$ cat config.mk
export PLATFORM = sky130hd
export DESIGN_NAME = mac_rx_filter
export DESIGN_NICKNAME = d
export VERILOG_FILES = /design/src/rtl/mac_filt_pkg.sv /design/src/rtl/mac_hdr_track.sv /design/src/rtl/mac_field_cmp.sv /design/src/rtl/mac_filt_rules.sv /design/src/rtl/mac_rx_filter.sv
export SDC_FILE = /design/constraint.sdc
export NUM_CORES = 1
export LEC_CHECK = 0
export CORE_MARGIN = 3
export CORE_UTILIZATION = 49
export DETAILED_ROUTE_END_ITERATION = 8
export PLACE_DENSITY = 0.83
export SKIP_LAST_GASP = 1
export SYNTH_ARGS = -nofsm -noshare
export SYNTH_HDL_FRONTEND = slang
export SYNTH_SLANG_ARGS = --single-unit
$ cat constraint.sdc
create_clock -name clk -period 8.55 [get_ports clk]
set_input_delay 1.71 -clock clk [delete_from_list [all_inputs] [get_ports clk]]
set_output_delay 1.71 -clock clk [all_outputs]
set_load 0.05 [all_outputs]
$ cat src/rtl/mac_filt_pkg.sv
package mac_filt_pkg;

    localparam int IDX_W       = 8;
    localparam int HDR_BASE    = 4;
    localparam int PAN_BYTES   = 2;
    localparam int SHORT_BYTES = 2;
    localparam int EXT_BYTES   = 8;
    localparam int PAN_W       = 8 * PAN_BYTES;
    localparam int SHORT_W     = 8 * SHORT_BYTES;
    localparam int EXT_W       = 8 * EXT_BYTES;
    localparam int NTYPE_EN    = 5;
    localparam logic [IDX_W-1:0] IDX_MAX = '1;
    localparam logic [IDX_W-1:0] ACK_LEN = IDX_W'(5);

    typedef enum logic [1:0] {
        AM_NONE  = 2'd0,
        AM_RSVD  = 2'd1,
        AM_SHORT = 2'd2,
        AM_EXT   = 2'd3
    } amode_e;

    typedef enum logic [2:0] {
        FT_BEACON = 3'd0,
        FT_DATA   = 3'd1,
        FT_ACK    = 3'd2,
        FT_CMD    = 3'd3
    } ftype_e;

    // FCF, bit 15 first
    typedef struct packed {
        amode_e     src_mode;
        logic [1:0] version;
        amode_e     dst_mode;
        logic [2:0] mid;
        logic       pan_comp;
        logic       ack_req;
        logic       pending;
        logic       security;
        logic [2:0] ftype;
    } fcf_t;

    typedef struct packed {
        logic [IDX_W-1:0] dpan_o;
        logic [IDX_W-1:0] dadr_o;
        logic [IDX_W-1:0] span_o;
        logic [IDX_W-1:0] hdr_end;
        logic             has_span;
    } layout_t;

    // sticky "differs" flags gathered while streaming
    typedef struct packed {
        logic dpan_loc;
        logic dpan_bc;
        logic dsh_loc;
        logic dsh_bc;
        logic dext;
        logic span_loc;
    } mism_t;

    function automatic logic addr_present(input amode_e m);
        return (m == AM_SHORT) || (m == AM_EXT);
    endfunction

    function automatic logic [IDX_W-1:0] amode_bytes(input amode_e m);
        case (m)
            AM_SHORT: return IDX_W'(SHORT_BYTES);
            AM_EXT:   return IDX_W'(EXT_BYTES);
            default:  return '0;
        endcase
    endfunction

    function automatic layout_t calc_layout(input fcf_t f);
        layout_t    l;
        logic       dpres;
        logic       spres;
        logic [IDX_W-1:0] sadr;
        dpres      = addr_present(f.dst_mode);
        spres      = addr_present(f.src_mode);
        l.has_span = spres && !(f.pan_comp && dpres);
        l.dpan_o   = IDX_W'(HDR_BASE);
        l.dadr_o   = l.dpan_o + (dpres ? IDX_W'(PAN_BYTES) : '0);
        l.span_o   = l.dadr_o + amode_bytes(f.dst_mode);
        sadr       = l.span_o + (l.has_span ? IDX_W'(PAN_BYTES) : '0);
        l.hdr_end  = sadr + amode_bytes(f.src_mode);
        return l;
    endfunction

    function automatic logic type_enabled(input logic [2:0] ft,
                                          input logic [NTYPE_EN-1:0] en);
        case (ft)
            FT_BEACON: return en[0];
            FT_DATA:   return en[1];
            FT_ACK:    return en[2];
            FT_CMD:    return en[3];
            default:   return en[4];
        endcase
    endfunction

endpackage

$ cat src/rtl/mac_hdr_track.sv
module mac_hdr_track
    import mac_filt_pkg::*;
(
    input  logic             clk,
    input  logic             rst,
    input  logic             in_valid,
    input  logic [7:0]       in_byte,
    input  logic             in_sof,
    output logic [IDX_W-1:0] idx,
    output logic [IDX_W-1:0] cnt_q,
    output logic [IDX_W-1:0] len7_q,
    output fcf_t             fcf_q,
    output layout_t          lay,
    output logic             frame_valid
);
    logic [7:0] fcf_lo_q;

    assign idx = in_sof ? '0 : cnt_q;
    assign lay = calc_layout(fcf_q);

    always_ff @(posedge clk) begin
        if (rst) begin
            cnt_q       <= '0;
            len7_q      <= '0;
            fcf_lo_q    <= '0;
            fcf_q       <= '0;
            frame_valid <= 1'b0;
        end else begin
            frame_valid <= in_valid && (idx == IDX_W'(2));
            if (in_valid) begin
                if (in_sof)
                    cnt_q <= IDX_W'(1);
                else if (cnt_q != IDX_MAX)
                    cnt_q <= cnt_q + IDX_W'(1);
                if (idx == '0)
                    len7_q <= IDX_W'(in_byte[6:0]);
                if (idx == IDX_W'(1))
                    fcf_lo_q <= in_byte;
                if (idx == IDX_W'(2))
                    fcf_q <= fcf_t'({in_byte, fcf_lo_q});
            end
        end
    end


    fv_after_fcf_chk: assert property (@(posedge clk) disable iff (rst)
        frame_valid |-> (cnt_q == IDX_W'(3)));

endmodule

$ cat src/rtl/mac_field_cmp.sv
module mac_field_cmp
    import mac_filt_pkg::*;
#(
    parameter int NB = 2
) (
    input  logic             clk,
    input  logic             rst,
    input  logic             clr,
    input  logic             field_on,
    input  logic             in_valid,
    input  logic [IDX_W-1:0] idx,
    input  logic [IDX_W-1:0] base,
    input  logic [7:0]       in_byte,
    input  logic [8*NB-1:0]  ref_val,
    output logic             ne_ref,
    output logic             ne_ones
);
    logic [NB-1:0] mis_ref;
    logic [NB-1:0] mis_one;

    for (genvar j = 0; j < NB; j++) begin : g_lane
        logic hit;
        assign hit        = field_on && in_valid && !clr && (idx == base + IDX_W'(j));
        assign mis_ref[j] = hit && (in_byte != ref_val[8*j +: 8]);
        assign mis_one[j] = hit && (in_byte != 8'hFF);
    end

    always_ff @(posedge clk) begin
        if (rst || clr) begin
            ne_ref  <= 1'b0;
            ne_ones <= 1'b0;
        end else begin
            ne_ref  <= ne_ref  | (|mis_ref);
            ne_ones <= ne_ones | (|mis_one);
        end
    end


    start_clears_chk: assert property (@(posedge clk) disable iff (rst)
        clr |=> (!ne_ref && !ne_ones));

endmodule

$ cat src/rtl/mac_filt_rules.sv
module mac_filt_rules
    import mac_filt_pkg::*;
(
    input  fcf_t                fcf,
    input  logic [IDX_W-1:0]    hdr_end,
    input  logic                has_span,
    input  logic [IDX_W-1:0]    cnt,
    input  logic [IDX_W-1:0]    len7,
    input  mism_t               mm,
    input  logic [PAN_W-1:0]    cfg_pan_id,
    input  logic [NTYPE_EN-1:0] cfg_type_en,
    input  logic                cfg_coordinator,
    output logic                type_ok,
    output logic                filt_pass
);
    logic rsvd, dpres, spres, complete, dst_ok, span_eq, rule_ok;
    logic unused_fcf;

    assign unused_fcf = ^{fcf.mid, fcf.ack_req, fcf.pending, fcf.security};

    always_comb begin
        type_ok  = type_enabled(fcf.ftype, cfg_type_en);
        rsvd     = fcf.ftype[2] || (fcf.version == 2'd3) ||
                   (fcf.dst_mode == AM_RSVD) || (fcf.src_mode == AM_RSVD);
        dpres    = addr_present(fcf.dst_mode);
        spres    = addr_present(fcf.src_mode);
        complete = (cnt >= hdr_end);

        dst_ok = 1'b1;
        if (dpres) begin
            dst_ok = !mm.dpan_loc || !mm.dpan_bc;
            if (fcf.dst_mode == AM_SHORT)
                dst_ok = dst_ok && (!mm.dsh_loc || !mm.dsh_bc);
            else
                dst_ok = dst_ok && !mm.dext;
        end

        if (has_span)
            span_eq = !mm.span_loc;
        else if (fcf.pan_comp && dpres)
            span_eq = !mm.dpan_loc;
        else
            span_eq = 1'b0;

        case (fcf.ftype)
            FT_BEACON: rule_ok = !dpres && spres &&
                                 ((cfg_pan_id == '1) || span_eq);
            FT_ACK:    rule_ok = (len7 == ACK_LEN);
            default:   rule_ok = (dpres || spres) &&
                                 (dpres || (cfg_coordinator && span_eq));
        endcase

        filt_pass = type_ok && !rsvd && complete && dst_ok && rule_ok;
    end

endmodule

$ cat src/rtl/mac_rx_filter.sv
module mac_rx_filter
    import mac_filt_pkg::*;
(
    input  logic                clk,
    input  logic                rst,
    input  logic                in_valid,
    input  logic [7:0]          in_byte,
    input  logic                in_sof,
    input  logic                in_eof,
    input  logic                in_fcs_ok,
    input  logic [PAN_W-1:0]    cfg_pan_id,
    input  logic [SHORT_W-1:0]  cfg_short_addr,
    input  logic [EXT_W-1:0]    cfg_ext_addr,
    input  logic [NTYPE_EN-1:0] cfg_type_en,
    input  logic                cfg_any_addr,
    input  logic                cfg_coordinator,
    output logic                frame_valid,
    output logic                addr_match,
    output logic                verdict_valid,
    output logic                verdict_accept
);
    logic [IDX_W-1:0] idx, cnt, len7;
    fcf_t             fcf;
    layout_t          lay;
    mism_t            mm;
    logic             clr, type_ok, filt_pass;
    logic             dext_ones, span_ones;
    logic             unused_ones;

    assign clr         = in_valid && in_sof;
    assign unused_ones = dext_ones ^ span_ones;

    mac_hdr_track u_track (
        .clk(clk), .rst(rst), .in_valid(in_valid), .in_byte(in_byte),
        .in_sof(in_sof), .idx(idx), .cnt_q(cnt), .len7_q(len7),
        .fcf_q(fcf), .lay(lay), .frame_valid(frame_valid)
    );

    mac_field_cmp #(.NB(PAN_BYTES)) u_dpan (
        .clk(clk), .rst(rst), .clr(clr),
        .field_on(addr_present(fcf.dst_mode)), .in_valid(in_valid),
        .idx(idx), .base(lay.dpan_o), .in_byte(in_byte), .ref_val(cfg_pan_id),
        .ne_ref(mm.dpan_loc), .ne_ones(mm.dpan_bc)
    );

    mac_field_cmp #(.NB(SHORT_BYTES)) u_dshort (
        .clk(clk), .rst(rst), .clr(clr),
        .field_on(fcf.dst_mode == AM_SHORT), .in_valid(in_valid),
        .idx(idx), .base(lay.dadr_o), .in_byte(in_byte), .ref_val(cfg_short_addr),
        .ne_ref(mm.dsh_loc), .ne_ones(mm.dsh_bc)
    );

    mac_field_cmp #(.NB(EXT_BYTES)) u_dext (
        .clk(clk), .rst(rst), .clr(clr),
        .field_on(fcf.dst_mode == AM_EXT), .in_valid(in_valid),
        .idx(idx), .base(lay.dadr_o), .in_byte(in_byte), .ref_val(cfg_ext_addr),
        .ne_ref(mm.dext), .ne_ones(dext_ones)
    );

    mac_field_cmp #(.NB(PAN_BYTES)) u_span (
        .clk(clk), .rst(rst), .clr(clr),
        .field_on(lay.has_span), .in_valid(in_valid),
        .idx(idx), .base(lay.span_o), .in_byte(in_byte), .ref_val(cfg_pan_id),
        .ne_ref(mm.span_loc), .ne_ones(span_ones)
    );

    mac_filt_rules u_rules (
        .fcf(fcf), .hdr_end(lay.hdr_end), .has_span(lay.has_span),
        .cnt(cnt), .len7(len7), .mm(mm), .cfg_pan_id(cfg_pan_id),
        .cfg_type_en(cfg_type_en), .cfg_coordinator(cfg_coordinator),
        .type_ok(type_ok), .filt_pass(filt_pass)
    );

    always_ff @(posedge clk) begin
        if (rst) begin
            addr_match     <= 1'b0;
            verdict_valid  <= 1'b0;
            verdict_accept <= 1'b0;
        end else begin
            verdict_valid  <= in_eof;
            addr_match     <= in_eof && !cfg_any_addr && filt_pass;
            verdict_accept <= in_eof && in_fcs_ok &&
                              (cfg_any_addr ? type_ok : filt_pass);
        end
    end


    match_in_verdict_chk: assert property (@(posedge clk) disable iff (rst)
        addr_match |-> verdict_valid);


    accept_in_verdict_chk: assert property (@(posedge clk) disable iff (rst)
        verdict_accept |-> verdict_valid);


    accept_needs_fcs_chk: assert property (@(posedge clk) disable iff (rst)
        verdict_accept |-> $past(in_fcs_ok));


    no_match_any_addr_chk: assert property (@(posedge clk) disable iff (rst)
        addr_match |-> $past(!cfg_any_addr));

endmodule

==> results of run 1 <==
==> routing by layer <==
metal  vias to the layer above  global-route usage, %
met5                         -                      0
met4                         0                   8.39
met3                        20                   4.06
met2                       116                   44.5
met1                      1503                   30.1
li1                       1562                      -
==> flip-flops by register name, indices dropped and copies added (netlist names), 4 cells and up <==
register          flops
u_track.cnt_q         8
u_track.fcf_lo_q      4
u_track.fcf_q        10
u_track.len7_q        7
==> final timing paths <==
check                           slack [ps]              to
worst max-delay path                  4560   u_dext.ne_ref
worst min-delay path                   470   u_dext.ne_ref
worst max register to register        5220  verdict_accept
worst min register to register         470   u_dext.ne_ref
==> synth_stat cells (all sizes together) (3+ instances only) <==
| library cell | count |
|---|---|
| xor2 | 86 |
| nor2 | 40 |
| dfxtp | 39 |
| nor4 | 25 |
| buf | 22 |
| mux2i | 22 |
| xnor2 | 19 |
| nand2 | 16 |
| nand4 | 14 |
| a21oi | 13 |
| ha | 11 |
| inv | 10 |
| nand3 | 8 |
| clkbuf | 7 |
| nor2b | 7 |
| nor3 | 7 |
| a211oi | 5 |
| a31oi | 4 |
| nand2b | 4 |
| o21ai | 4 |
| and2 | 3 |
| nand3b | 3 |
| or3 | 3 |
==> per-stage QoR <==
stage | setup WS (ps) | util [%] | instance area, um^2
floorplan | 5450 | - | 3370
global placement | 4390 | 69.2 | 4490
detailed placement | 4310 | 69.2 | 4490
CTS | 4630 | 70.6 | 4590
global route | 4540 | 70.6 | 4590
finish | 4560 | 70.6 | 4590
==> where the power goes <==
group	leakage [uW]	switching [uW]	internal (uW)	total [uW]
combinational	0.00150	55.8	78.3	134
sequential	0.000316	4.00	185	189
clock	0.0000408	72.5	58.4	131
==> cell families (layout without fill, tap and decap cells) <==
logic type      Yosys count  in the layout
simple gates            136            136
fa+ha+maj                13             13
flops                    39             39
buf+inv                  39            139
compound gates           41             41
mux                      23             23
xor+xnor                105            105
==> worst register-to-register path: cells and delay by family, from the launching register on <==
kind / cells / cell delay, ps
AOI/OAI and AO/OA: 4 / 940
DFF: 1 / 710
adders and majority gates: 4 / 960
and+or+nand+nor: 2 / 620
==> cell type report <==
type,instances,share of cell area (%)
tap,77,2.10
clock buffer,5,1.50
timing repair buffer,121,26.4
clock inverter,3,0.518
multi-input combinational,318,51.7
inverter,10,0.819
sequential,39,17.0
==> impl_metrics.prom, run 1 <==
# TYPE chip_impl_metric gauge
chip_impl_metric{name="global_route.overflow_total",unit=""} 0
chip_impl_info{name="r2r_start",value="u_track.fcf_q[11]"} 1
chip_impl_metric{name="timing.critical_path.depth",unit=""} 7
chip_impl_metric{name="setup_viol",unit=""} 0
chip_impl_metric{name="dr_total_vias",unit=""} 3201
chip_impl_metric{name="postRouteWirelength",unit="um"} 9420
chip_impl_metric{name="number_of_cell_instances_on_the_worst_register_to_register_path",unit=""} 10
chip_impl_info{name="synth-main-ff-cell",value="sky130_fd_sc_hd__dfxtp_1"} 1
chip_impl_metric{name="whs_path_depth",unit=""} 2
chip_impl_metric{name="die_area",unit="um^2"} 7910
chip_impl_metric{name="met2_wirelength",unit="um"} 4890
chip_impl_metric{name="gr-usage-all-layers",unit="%"} 24.8
chip_impl_metric{name="synth.top_cell.area_share",unit="%"} 23.2
chip_impl_info{name="most-common-layout-cells",value="sky130_fd_sc_hd__clkdlybuf4s50_1 (120), sky130_fd_sc_hd__xor2_1 (85), sky130_fd_sc_hd__nor2_1 (40), sky130_fd_sc_hd__dfxtp_1 (39), sky130_fd_sc_hd__nor4_1 (23)"} 1
chip_impl_metric{name="leakagePower",unit="uW"} 0.00186
chip_impl_metric{name="finalNonFillerCells",unit=""} 573
chip_impl_metric{name="cts.repair_timing.setup_buffer_count",unit=""} 0
chip_impl_metric{name="detail_route.wl_per_cell",unit="um"} 16.4
chip_impl_metric{name="detailedRoute.firstIterationViolations",unit=""} 164
chip_impl_metric{name="grt_antenna_before_repair",unit=""} 0
chip_impl_metric{name="ctsHtreeMaxLevel",unit=""} 2
chip_impl_info{name="cp-end-kind",value="register"} 1
chip_impl_metric{name="grt_pass1_wl",unit="um"} 15400
chip_impl_metric{name="nets",unit=""} 625
chip_impl_metric{name="synth-compound-area-share",unit="%"} 8.53
chip_impl_metric{name="die_h",unit="um"} 89.0
chip_impl_metric{name="numPlacedInstances",unit=""} 565
chip_impl_metric{name="timing.slew.headroom",unit="%"} 34.9
chip_impl_metric{name="synth-warning-count",unit=""} 0
chip_impl_metric{name="post_synth_mux_area_share",unit="%"} 7.20
chip_impl_metric{name="cp_data_arrival_time",unit="ps"} 4150
chip_impl_metric{name="top_level_ports",unit=""} 121
chip_impl_metric{name="weighted_congestion_at_the_end_of_routability_driven_global_placement",unit=""} 0.894
chip_impl_metric{name="asyncSetResetFlopFracSynth",unit="%"} 0
chip_impl_metric{name="grt_max_degree",unit=""} 27
chip_impl_info{name="critPathLaunchType",value="input port"} 1
chip_impl_info{name="layout_commonest_cell",value="sky130_fd_sc_hd__clkdlybuf4s50_1"} 1
chip_impl_metric{name="synth.yosys.seq_area_share",unit="%"} 23.2
chip_impl_metric{name="synth_cell_types",unit=""} 51
chip_impl_info{name="netlist_top_cells_area",value="sky130_fd_sc_hd__dfxtp_1 (23%), sky130_fd_sc_hd__xor2_1 (22%), sky130_fd_sc_hd__mux2i_1 (6.5%), sky130_fd_sc_hd__xnor2_1 (4.9%), sky130_fd_sc_hd__nor2_1 (4.5%)"} 1
chip_impl_metric{name="layout.filler_cells",unit=""} 495
chip_impl_metric{name="floorplan.core_area",unit="um^2"} 6490
chip_impl_metric{name="final.setup_skew",unit="ps"} 4.83
chip_impl_metric{name="wl_met3",unit="um"} 548
chip_impl_metric{name="hold_buffers_post_cts",unit=""} 0
chip_impl_metric{name="number_of_antenna_cells_inserted",unit=""} 0
chip_impl_metric{name="post_synth_fa_ha_maj_area_fraction",unit="%"} 5.27
chip_impl_metric{name="synthesis.area_per_instance",unit="um^2"} 8.52
chip_impl_metric{name="vias_per_cell",unit=""} 5.59
chip_impl_metric{name="place_hpwl",unit="um"} 7440
chip_impl_metric{name="sequential_cell_area",unit="um^2"} 781
chip_impl_metric{name="multi_input_gate_area_in_the_final_layout",unit="um^2"} 2370
chip_impl_metric{name="synthesis_stage_register_bit_count",unit=""} 39
chip_impl_metric{name="synth_edf_count",unit=""} 0
chip_impl_info{name="cp_cell_instances",value="clkdlybuf4s50_1 -> xor2_1 -> nor4_1 -> a2111oi_2 -> nor4_1 -> a311o_1 -> a21oi_1"} 1
chip_impl_metric{name="worst-slew-pin-transition",unit="ps"} 974
chip_impl_metric{name="timing.fmax",unit="MHz"} 251
chip_impl_metric{name="fin_setup_tns",unit="ps"} 0
chip_impl_metric{name="period_share",unit="%"} 46.6
chip_impl_metric{name="post_route_hold_slack",unit="ps"} 472
chip_impl_metric{name="drt-met1-wl",unit="um"} 3780
chip_impl_metric{name="critPathRequiredTime",unit="ps"} 8720
chip_impl_info{name="cell_accounting_for_the_most_synthesized_area",value="sky130_fd_sc_hd__dfxtp_1"} 1
chip_impl_metric{name="firstDrtPassIters",unit=""} 4
chip_impl_info{name="clockRootBuffer",value="sky130_fd_sc_hd__clkbuf_8"} 1
chip_impl_info{name="crit_top_cell",value="sky130_fd_sc_hd__nor4_1"} 1
chip_impl_info{name="hold_sp",value="u_dext.ne_ref"} 1
chip_impl_info{name="tritoncts",value="done"} 1
chip_impl_info{name="timing.critical_path.max_delay_family",value="buffers and inverters"} 1
chip_impl_info{name="critPathSlowestCell",value="sky130_fd_sc_hd__clkdlybuf4s50_1"} 1
chip_impl_info{name="maxUsedRoutingLayer",value="met4"} 1
chip_impl_info{name="critPathLaunch",value="in_byte[7]"} 1
chip_impl_metric{name="synthSimpleGateAreaFrac",unit="%"} 21.8
chip_impl_info{name="result_of_the_run",value="finished clean"} 1
chip_impl_metric{name="fp-row-count",unit=""} 29
chip_impl_metric{name="cellPowerDensity",unit="nW/um^2"} 99.0
chip_impl_info{name="rsz_0062_raised_after_global_routing",value="false"} 1
chip_impl_metric{name="worst-path-buf-inv",unit=""} 1
chip_impl_metric{name="worstSkewPairLatency",unit="ps"} 290
chip_impl_metric{name="syn-cell-area",unit="um^2"} 3370
chip_impl_metric{name="die_width",unit="um"} 89.0
chip_impl_metric{name="cpPeakStageDelay",unit="ps"} 920
chip_impl_metric{name="maxCapViolCount",unit=""} 0
chip_impl_info{name="holdCritPathClass",value="reg -> reg"} 1
chip_impl_metric{name="finalPower",unit="uW"} 454
chip_impl_metric{name="io_buffers",unit=""} 120
chip_impl_metric{name="final_period_minus_worst_setup_slack",unit="ps"} 3990
chip_impl_metric{name="drt.antenna.violating_nets",unit=""} 0
chip_impl_info{name="synth_top_family_by_area",value="XOR/XNOR gates"} 1
chip_impl_metric{name="timing_max_transition_violations_final",unit=""} 0
chip_impl_metric{name="clock_sinks",unit=""} 39
chip_impl_metric{name="cts_buffers",unit=""} 5
chip_impl_metric{name="postSynthCellCount",unit=""} 396
chip_impl_metric{name="ctsLongestPathBuffers",unit=""} 2
chip_impl_metric{name="drive_above_1_share",unit="%"} 4.23
chip_impl_metric{name="ctsResizeCount",unit=""} 0
chip_impl_info{name="criticalPathCategory",value="in -> reg"} 1
chip_impl_metric{name="peakVddDrop",unit="mV"} 0.0703
chip_impl_metric{name="initial_utilization",unit="%"} 51.9
chip_impl_metric{name="grt_pass1_vias",unit=""} 3275
chip_impl_metric{name="area_growth",unit="%"} 36.0
chip_impl_metric{name="synth-xor-area-share",unit="%"} 27.5
chip_impl_metric{name="timing_hold_violations_final",unit=""} 0
chip_impl_metric{name="detail_route.drc_violations",unit=""} 0
chip_impl_metric{name="clk_transition_reported_paths",unit="ps"} 80
chip_impl_metric{name="postSynthNetCount",unit=""} 526
chip_impl_metric{name="worstPathMaxFanout",unit=""} 14
(Power assumes the default switching activity.)
==> run 2: changes to the inputs <==
CORE_UTILIZATION = 41   (was 49)
PLACE_DENSITY = 0.73   (was 0.83)
clock period = 3.3 ns   (was 8.55 ns; I/O delays follow)
==> run 2 against run 1 <==
  * Sequential share of layout area shrank 0.46 points
  * First-iteration DRC count shrank 13%
  * Critical endpoint is now verdict_accept
  * Utilization shrank 11 points
==> impl_metrics.prom, run 2 (same netlist as run 1, synthesis figures left out) <==
# TYPE chip_impl_metric gauge
chip_impl_metric{name="postRouteWirelength",unit="um"} 10100
chip_impl_metric{name="timing.fmax",unit="MHz"} 348
chip_impl_metric{name="weighted_congestion_at_the_end_of_routability_driven_global_placement",unit=""} 0.838
chip_impl_metric{name="fp-row-count",unit=""} 32
chip_impl_metric{name="peakVddDrop",unit="mV"} 0.133
chip_impl_metric{name="detail_route.wl_per_cell",unit="um"} 16.6
chip_impl_info{name="clockRootBuffer",value="sky130_fd_sc_hd__clkbuf_8"} 1
chip_impl_metric{name="grt_pass1_wl",unit="um"} 16500
chip_impl_metric{name="layout.filler_cells",unit=""} 711
chip_impl_metric{name="drt.antenna.violating_nets",unit=""} 0
chip_impl_metric{name="final_period_minus_worst_setup_slack",unit="ps"} 2870
chip_impl_metric{name="drive_above_1_share",unit="%"} 6.50
chip_impl_info{name="hold_sp",value="u_dext.ne_ref"} 1
chip_impl_metric{name="vias_per_cell",unit=""} 5.33
chip_impl_metric{name="timing.final.ws_setup",unit="ps"} 426
chip_impl_info{name="layout_commonest_cell",value="sky130_fd_sc_hd__clkdlybuf4s50_1"} 1
chip_impl_metric{name="cts_buffers",unit=""} 5
chip_impl_metric{name="ctsHtreeMaxLevel",unit=""} 2
chip_impl_info{name="r2r_start",value="u_track.fcf_q[11]"} 1
chip_impl_metric{name="share_clk_of_total_power",unit="%"} 29.6
chip_impl_info{name="timing.critical_path.max_delay_family",value="adder cells"} 1
chip_impl_metric{name="worst-path-buf-inv",unit=""} 0
chip_impl_info{name="critPathLaunchType",value="register"} 1
chip_impl_metric{name="worstSkewPairLatency",unit="ps"} 300
chip_impl_metric{name="clk_transition_reported_paths",unit="ps"} 80
chip_impl_metric{name="switching_power",unit="uW"} 349
chip_impl_metric{name="fin_setup_tns",unit="ps"} 0
chip_impl_metric{name="top_level_ports",unit=""} 121
chip_impl_info{name="holdCritPathClass",value="reg -> reg"} 1
chip_impl_metric{name="reg2reg_slack",unit="ps"} 430
chip_impl_metric{name="number_of_cell_instances_on_the_worst_register_to_register_path",unit=""} 10
chip_impl_metric{name="global_route.overflow_total",unit=""} 0
chip_impl_metric{name="pre_cts_ws",unit="ps"} 381
chip_impl_metric{name="io_buffers",unit=""} 120
chip_impl_metric{name="grt_util_met3",unit="%"} 4.33
chip_impl_metric{name="detail_route.drc_violations",unit=""} 0
chip_impl_metric{name="setup_viol",unit=""} 0
chip_impl_info{name="regMostFlops",value="u_track.fcf_q"} 1
chip_impl_metric{name="final.setup_skew",unit="ps"} 11.8
chip_impl_info{name="crit-reg2reg-capture",value="verdict_accept"} 1
chip_impl_metric{name="number_of_flip_flops_under_the_largest_register_name",unit=""} 10
chip_impl_metric{name="die_h",unit="um"} 96.7
chip_impl_info{name="holdPathEnd",value="u_dext.ne_ref"} 1
chip_impl_metric{name="die_area",unit="um^2"} 9350
chip_impl_metric{name="leakagePower",unit="uW"} 0.00192
chip_impl_metric{name="clock_sinks",unit=""} 39
chip_impl_metric{name="groute.layer.met2.usage",unit="%"} 38.3
chip_impl_metric{name="floorplan.core_area",unit="um^2"} 7850
chip_impl_metric{name="comb_power_share",unit="%"} 29.9
chip_impl_metric{name="number_of_antenna_cells_inserted",unit=""} 0
chip_impl_metric{name="ctsLongestPathBuffers",unit=""} 2
chip_impl_metric{name="grt_pass1_vias",unit=""} 3391
chip_impl_metric{name="worstPathMaxFanout",unit=""} 4
chip_impl_metric{name="period_share",unit="%"} 87.1
chip_impl_metric{name="worst-slew-pin-transition",unit="ps"} 590
chip_impl_info{name="rsz_0062_raised_after_global_routing",value="false"} 1
chip_impl_info{name="largestRegisters",value="u_track.fcf_q x10, u_track.cnt_q x8, u_track.len7_q x7"} 1
chip_impl_info{name="criticalPathCategory",value="reg -> reg"} 1
chip_impl_metric{name="maxCapViolCount",unit=""} 0
chip_impl_metric{name="timing.slew.headroom",unit="%"} 60.5
chip_impl_metric{name="timing_max_transition_violations_final",unit=""} 0
chip_impl_metric{name="nets",unit=""} 637
chip_impl_info{name="tritoncts",value="done"} 1
chip_impl_metric{name="seq_power_share",unit="%"} 40.5
chip_impl_metric{name="grt_max_degree",unit=""} 27
chip_impl_metric{name="cp_data_arrival_time",unit="ps"} 3070
chip_impl_info{name="cp-end-kind",value="register"} 1
chip_impl_metric{name="detailedRoute.firstIterationViolations",unit=""} 142
chip_impl_metric{name="globalRouteMet1Util",unit="%"} 25.3
chip_impl_metric{name="dr_total_vias",unit=""} 3250
chip_impl_info{name="most-common-layout-cells",value="sky130_fd_sc_hd__clkdlybuf4s50_1 (120), sky130_fd_sc_hd__xor2_1 (85), sky130_fd_sc_hd__nor2_1 (40), sky130_fd_sc_hd__dfxtp_1 (39), sky130_fd_sc_hd__nor4_1 (23)"} 1
chip_impl_metric{name="gr-usage-all-layers",unit="%"} 21.1
chip_impl_metric{name="critPathRequiredTime",unit="ps"} 3490
chip_impl_info{name="result_of_the_run",value="finished clean"} 1
chip_impl_metric{name="area_growth",unit="%"} 39.8
chip_impl_metric{name="whs_path_depth",unit=""} 2
chip_impl_metric{name="hold_buffers_post_cts",unit=""} 0
chip_impl_info{name="crit_top_cell",value="sky130_fd_sc_hd__ha_1"} 1
chip_impl_metric{name="die_width",unit="um"} 96.7
chip_impl_metric{name="grt_antenna_before_repair",unit=""} 0
chip_impl_metric{name="cellPowerDensity",unit="nW/um^2"} 257
chip_impl_metric{name="netSwitchingFraction",unit="%"} 28.8
chip_impl_metric{name="timing_hold_violations_final",unit=""} 0
chip_impl_metric{name="cpPeakStageDelay",unit="ps"} 360
chip_impl_metric{name="internal_power",unit="uW"} 862
chip_impl_metric{name="ctsResizeCount",unit=""} 0
chip_impl_metric{name="initial_utilization",unit="%"} 43.0
chip_impl_metric{name="place_hpwl",unit="um"} 8130
chip_impl_metric{name="firstDrtPassIters",unit=""} 4
chip_impl_info{name="grt.busiest_layer",value="met2"} 1
chip_impl_info{name="cp_cell_instances",value="nor2b_1 -> ha_1 -> ha_1 -> ha_1 -> a31oi_1 -> ha_1 -> a2111oi_0 -> o21ai_0 -> and3_1 -> o211a_1"} 1
chip_impl_info{name="critPathSlowestCell",value="sky130_fd_sc_hd__dfxtp_1"} 1
chip_impl_metric{name="cts.repair_timing.setup_buffer_count",unit=""} 0
==> run 2: cell types whose count changed in the layout (fill, tap and decap cells not counted) <==
cell                         delta
sky130_fd_sc_hd__buf_4         +12
sky130_fd_sc_hd__clkbuf_8       +1
sky130_fd_sc_hd__clkinv_4       +1
sky130_fd_sc_hd__clkinvlp_4     -1
sky130_fd_sc_hd__inv_6          -1
==> run 2: worst register-to-register path: cells and delay by family, from the launching register on <==
kind	cells	cell delay, ps
compound gates	4	900
fa+ha+maj	4	940
flops	1	360
simple gates	2	550
==> run 2: area by class of cell <==
class	instances	area (um^2)	area share (%)
well taps	102	128	2.71
repair buffers	133	1300	27.6
clock buffers	6	82.6	1.75
inverters	10	37.5	0.796
multi-input cells	318	2370	50.3
flip-flops and latches	39	781	16.6
clock inverters	2	16.3	0.345
==> run 2: how the worst max path moves through the flow <==
stage                                  from              to  slack [ps]  depth (start not counted)
final                     u_track.fcf_q[11]  verdict_accept         430                         10
after detailed placement         in_byte[7]   u_dext.ne_ref         380                          8
after floorplan           u_track.fcf_q[11]  verdict_accept         590                         13
after CTS                 u_track.fcf_q[11]  verdict_accept         430                         10
after global placement           in_byte[7]   u_dext.ne_ref         390                          8
after global routing      u_track.fcf_q[11]  verdict_accept         220                         10
==> run 2: per-stage QoR <==
stage / total power (uW) / utilization, % / area, um^2 / std cells / hold WS, ps
after floorplan: 674 / - / 3370 / 396 / 430
after global placement: 856 / 58.8 / 4610 / 602 / 450
after detailed placement: 863 / 58.8 / 4610 / 602 / 457
after CTS: 1210 / 60.1 / 4710 / 610 / 468
after global routing: 1260 / 60.1 / 4710 / 610 / 510
final: 1210 / 60.1 / 4710 / 610 / 468
==> run 2: layer usage <==
layer | wire length, um | vias up | part of all wire (%)
li1 | - | 1588 | -
met4 | 196 | 0 | 1.9
met3 | 556 | 19 | 5.5
met2 | 5200 | 104 | 51
met1 | 4180 | 1539 | 41
met5 | 0 | - | 0
==> run 2: power by group through the flow <==
stage          logic, uW  registers [uW]  clock network, uW
6_report             362             490                359
5_1_grt              391             491                378
4_1_cts              364             490                356
3_5_place_dp         362             501                  0
3_3_place_gp         356             501                  0
2_1_floorplan        175             498                  0
==> run 3: changes to the inputs <==
CORE_ASPECT_RATIO = 0.6   (was default)
CTS_CLUSTER_SIZE = 8   (was default)
RECOVER_POWER = 50   (was default)
==> run 3 against run 2 <==
  * Clock power is 33% higher
  * First-iteration DRC count is 85% higher
  * Hold slack better by 4.6 ps
  * Non-clock buffer count is 2 lower
  * Sequential power hardly changed
  * Via count is 1.9% higher
  * Power is 9.7% higher
  * Cell count stayed put
  * Clock skew is 7.6 ps lower
  * Critical path type unchanged
==> impl_metrics.prom, run 3 (same netlist as run 1, synthesis figures left out) <==
# TYPE chip_impl_metric gauge
chip_impl_metric{name="postLayoutCellArea",unit="um^2"} 4730
chip_impl_metric{name="firstDrtPassIters",unit=""} 4
chip_impl_metric{name="finalNonFillerCells",unit=""} 610
chip_impl_info{name="rsz_0062_raised_after_global_routing",value="false"} 1
chip_impl_metric{name="layout.filler_cells",unit=""} 678
chip_impl_metric{name="vias_per_cell",unit=""} 5.43
chip_impl_info{name="layout_commonest_cell",value="sky130_fd_sc_hd__clkdlybuf4s50_1"} 1
chip_impl_metric{name="timing_max_transition_violations_final",unit=""} 0
chip_impl_info{name="result_of_the_run",value="finished clean"} 1
chip_impl_metric{name="top_level_ports",unit=""} 121
chip_impl_metric{name="cellPowerDensity",unit="nW/um^2"} 281
chip_impl_metric{name="drive_above_1_share",unit="%"} 5.34
chip_impl_metric{name="fin_setup_tns",unit="ps"} 0
chip_impl_metric{name="worstPathMaxFanout",unit=""} 8
chip_impl_info{name="critPathLaunchType",value="register"} 1
chip_impl_metric{name="global_route.overflow_total",unit=""} 0
chip_impl_metric{name="area_growth",unit="%"} 40.2
chip_impl_metric{name="postRouteWirelength",unit="um"} 10800
chip_impl_metric{name="die_width",unit="um"} 123
chip_impl_metric{name="critPathRequiredTime",unit="ps"} 3480
chip_impl_metric{name="cts_buffers",unit=""} 5
chip_impl_info{name="crit-reg2reg-capture",value="verdict_accept"} 1
chip_impl_metric{name="whs_path_depth",unit=""} 2
chip_impl_metric{name="hold_buffers_post_cts",unit=""} 0
chip_impl_metric{name="detailed_place.area",unit="um^2"} 4600
chip_impl_metric{name="initial_utilization",unit="%"} 44.2
chip_impl_metric{name="final.setup_skew",unit="ps"} 4.20
chip_impl_metric{name="drt.antenna.violating_nets",unit=""} 0
chip_impl_metric{name="detailedRoute.firstIterationViolations",unit=""} 263
chip_impl_metric{name="leakagePower",unit="uW"} 0.00193
chip_impl_metric{name="worstSkewPairLatency",unit="ps"} 290
chip_impl_metric{name="grt_pass1_wl",unit="um"} 17300
chip_impl_info{name="criticalPathCategory",value="reg -> reg"} 1
chip_impl_metric{name="setup_viol",unit=""} 0
chip_impl_metric{name="clock_sinks",unit=""} 39
chip_impl_info{name="hold_sp",value="u_dext.ne_ref"} 1
chip_impl_info{name="largestRegisters",value="u_track.fcf_q x10, u_track.cnt_q x8, u_track.len7_q x7"} 1
chip_impl_metric{name="floorplan.core_area",unit="um^2"} 7630
chip_impl_metric{name="weighted_congestion_at_the_end_of_routability_driven_global_placement",unit=""} 0.897
chip_impl_metric{name="sequential_cell_area",unit="um^2"} 781
chip_impl_metric{name="cp_data_arrival_time",unit="ps"} 3150
chip_impl_info{name="clockRootBuffer",value="sky130_fd_sc_hd__clkbuf_16"} 1
chip_impl_metric{name="nets",unit=""} 635
chip_impl_metric{name="timing.slew.headroom",unit="%"} 45.6
chip_impl_metric{name="clk_transition_reported_paths",unit="ps"} 60
chip_impl_info{name="cp-end-kind",value="register"} 1
chip_impl_metric{name="io_buffers",unit=""} 120
chip_impl_metric{name="ctsHtreeMaxLevel",unit=""} 2
chip_impl_metric{name="period_share",unit="%"} 90.1
chip_impl_info{name="most-common-layout-cells",value="sky130_fd_sc_hd__clkdlybuf4s50_1 (114), sky130_fd_sc_hd__xor2_1 (85), sky130_fd_sc_hd__nor2_1 (40), sky130_fd_sc_hd__dfxtp_1 (39), sky130_fd_sc_hd__nor4_1 (23)"} 1
chip_impl_metric{name="finish.utilization",unit="%"} 62.0
chip_impl_metric{name="timing.fmax",unit="MHz"} 336
chip_impl_metric{name="reg2reg_slack",unit="ps"} 330
chip_impl_metric{name="cts.repair_timing.setup_buffer_count",unit=""} 0
chip_impl_metric{name="number_of_antenna_cells_inserted",unit=""} 0
chip_impl_metric{name="detail_route.wl_per_cell",unit="um"} 17.7
chip_impl_metric{name="die_h",unit="um"} 76.2
chip_impl_metric{name="grt_max_degree",unit=""} 17
chip_impl_info{name="r2r_start",value="u_track.fcf_q[11]"} 1
chip_impl_metric{name="die_area",unit="um^2"} 9380
chip_impl_metric{name="fp-row-count",unit=""} 24
chip_impl_info{name="regMostFlops",value="u_track.fcf_q"} 1
chip_impl_info{name="holdPathEnd",value="u_dext.ne_ref"} 1
chip_impl_metric{name="ctsResizeCount",unit=""} 0
chip_impl_metric{name="number_of_flip_flops_under_the_largest_register_name",unit=""} 10
chip_impl_metric{name="detail_route.drc_violations",unit=""} 0
chip_impl_info{name="tritoncts",value="done"} 1
chip_impl_metric{name="ctsLongestPathBuffers",unit=""} 2
chip_impl_info{name="holdCritPathClass",value="reg -> reg"} 1
chip_impl_metric{name="grt_antenna_before_repair",unit=""} 0
chip_impl_metric{name="dr_total_vias",unit=""} 3312
chip_impl_metric{name="multi_input_gate_area_in_the_final_layout",unit="um^2"} 2350
chip_impl_metric{name="gr-usage-all-layers",unit="%"} 23.1
chip_impl_metric{name="peakVddDrop",unit="mV"} 0.185
chip_impl_metric{name="maxCapViolCount",unit=""} 0
chip_impl_metric{name="number_of_cell_instances_on_the_worst_register_to_register_path",unit=""} 10
chip_impl_metric{name="worst-slew-pin-transition",unit="ps"} 816
chip_impl_metric{name="final_period_minus_worst_setup_slack",unit="ps"} 2970
chip_impl_metric{name="timing_hold_violations_final",unit=""} 0
chip_impl_metric{name="grt_pass1_vias",unit=""} 3368
chip_impl_metric{name="numPlacedInstances",unit=""} 602
chip_impl_metric{name="place_hpwl",unit="um"} 8630
-- run 3: cell types whose count changed in the layout (fill, tap and decap cells not counted), sizes merged --
cell           before  now
clkinvlp            1    2
buf                13   10
clkdlybuf4s50     120  114
dlygate4sd3         0    6
-- run 3: metal layers --
metal / track usage (%) / up-vias / wire [um] / share of wire [%]
li1: - / 1582 / - / -
met1: 33.3 / 1567 / 4970 / 46
met2: 35.5 / 153 / 4700 / 44
met3: 5.56 / 10 / 1030 / 9.5
met4: 3.43 / 0 / 77 / 0.71
met5: 0 / - / 0 / 0
-- run 3: through the flow --
stage	total power (uW)	hold WS [ps]	worst slack, ps
finish	1330	472	326
global route	1390	500	100
CTS	1340	475	320
detailed placement	861	465	305
global placement	853	449	484
floorplan	674	430	592
-- run 3: area by class of cell --
cell class                 instances  area share (%)
clock buffer                       5            2.65
clock inverter                     3           0.423
inverter                          10           0.794
multi-input combinational        318            49.8
sequential                        39            16.5
tap                              104            2.75
timing repair buffer             131            27.1
-- run 3: how the worst max path moves through the flow --
stage          depth (start not counted)              to              start
3_3_place_gp                           7   u_dext.ne_ref             in_sof
4_1_cts                               10  verdict_accept  u_track.fcf_q[11]
2_1_floorplan                         13  verdict_accept  u_track.fcf_q[11]
3_5_place_dp                          10  verdict_accept  u_track.fcf_q[11]
5_1_grt                               10  verdict_accept  u_track.fcf_q[11]
6_report                              10  verdict_accept  u_track.fcf_q[11]
-- run 3: worst max-delay path, stage by stage, from the launching register on --
cell,delay [ps]
sky130_fd_sc_hd__dfxtp_1,440
sky130_fd_sc_hd__nor2b_1,360
sky130_fd_sc_hd__ha_1,330
sky130_fd_sc_hd__ha_1,200
sky130_fd_sc_hd__ha_1,180
sky130_fd_sc_hd__a31oi_1,140
sky130_fd_sc_hd__ha_1,260
sky130_fd_sc_hd__a2111oi_0,380
sky130_fd_sc_hd__o21ai_0,160
sky130_fd_sc_hd__and3_1,210
sky130_fd_sc_hd__o211a_1,220
-- run 3: report_power, final --
group          leakage (uW)  switching (uW)  internal [uW]
Sequential         0.000316            10.1            481
Clock             0.0000658             199            278
Combinational       0.00155             153            208
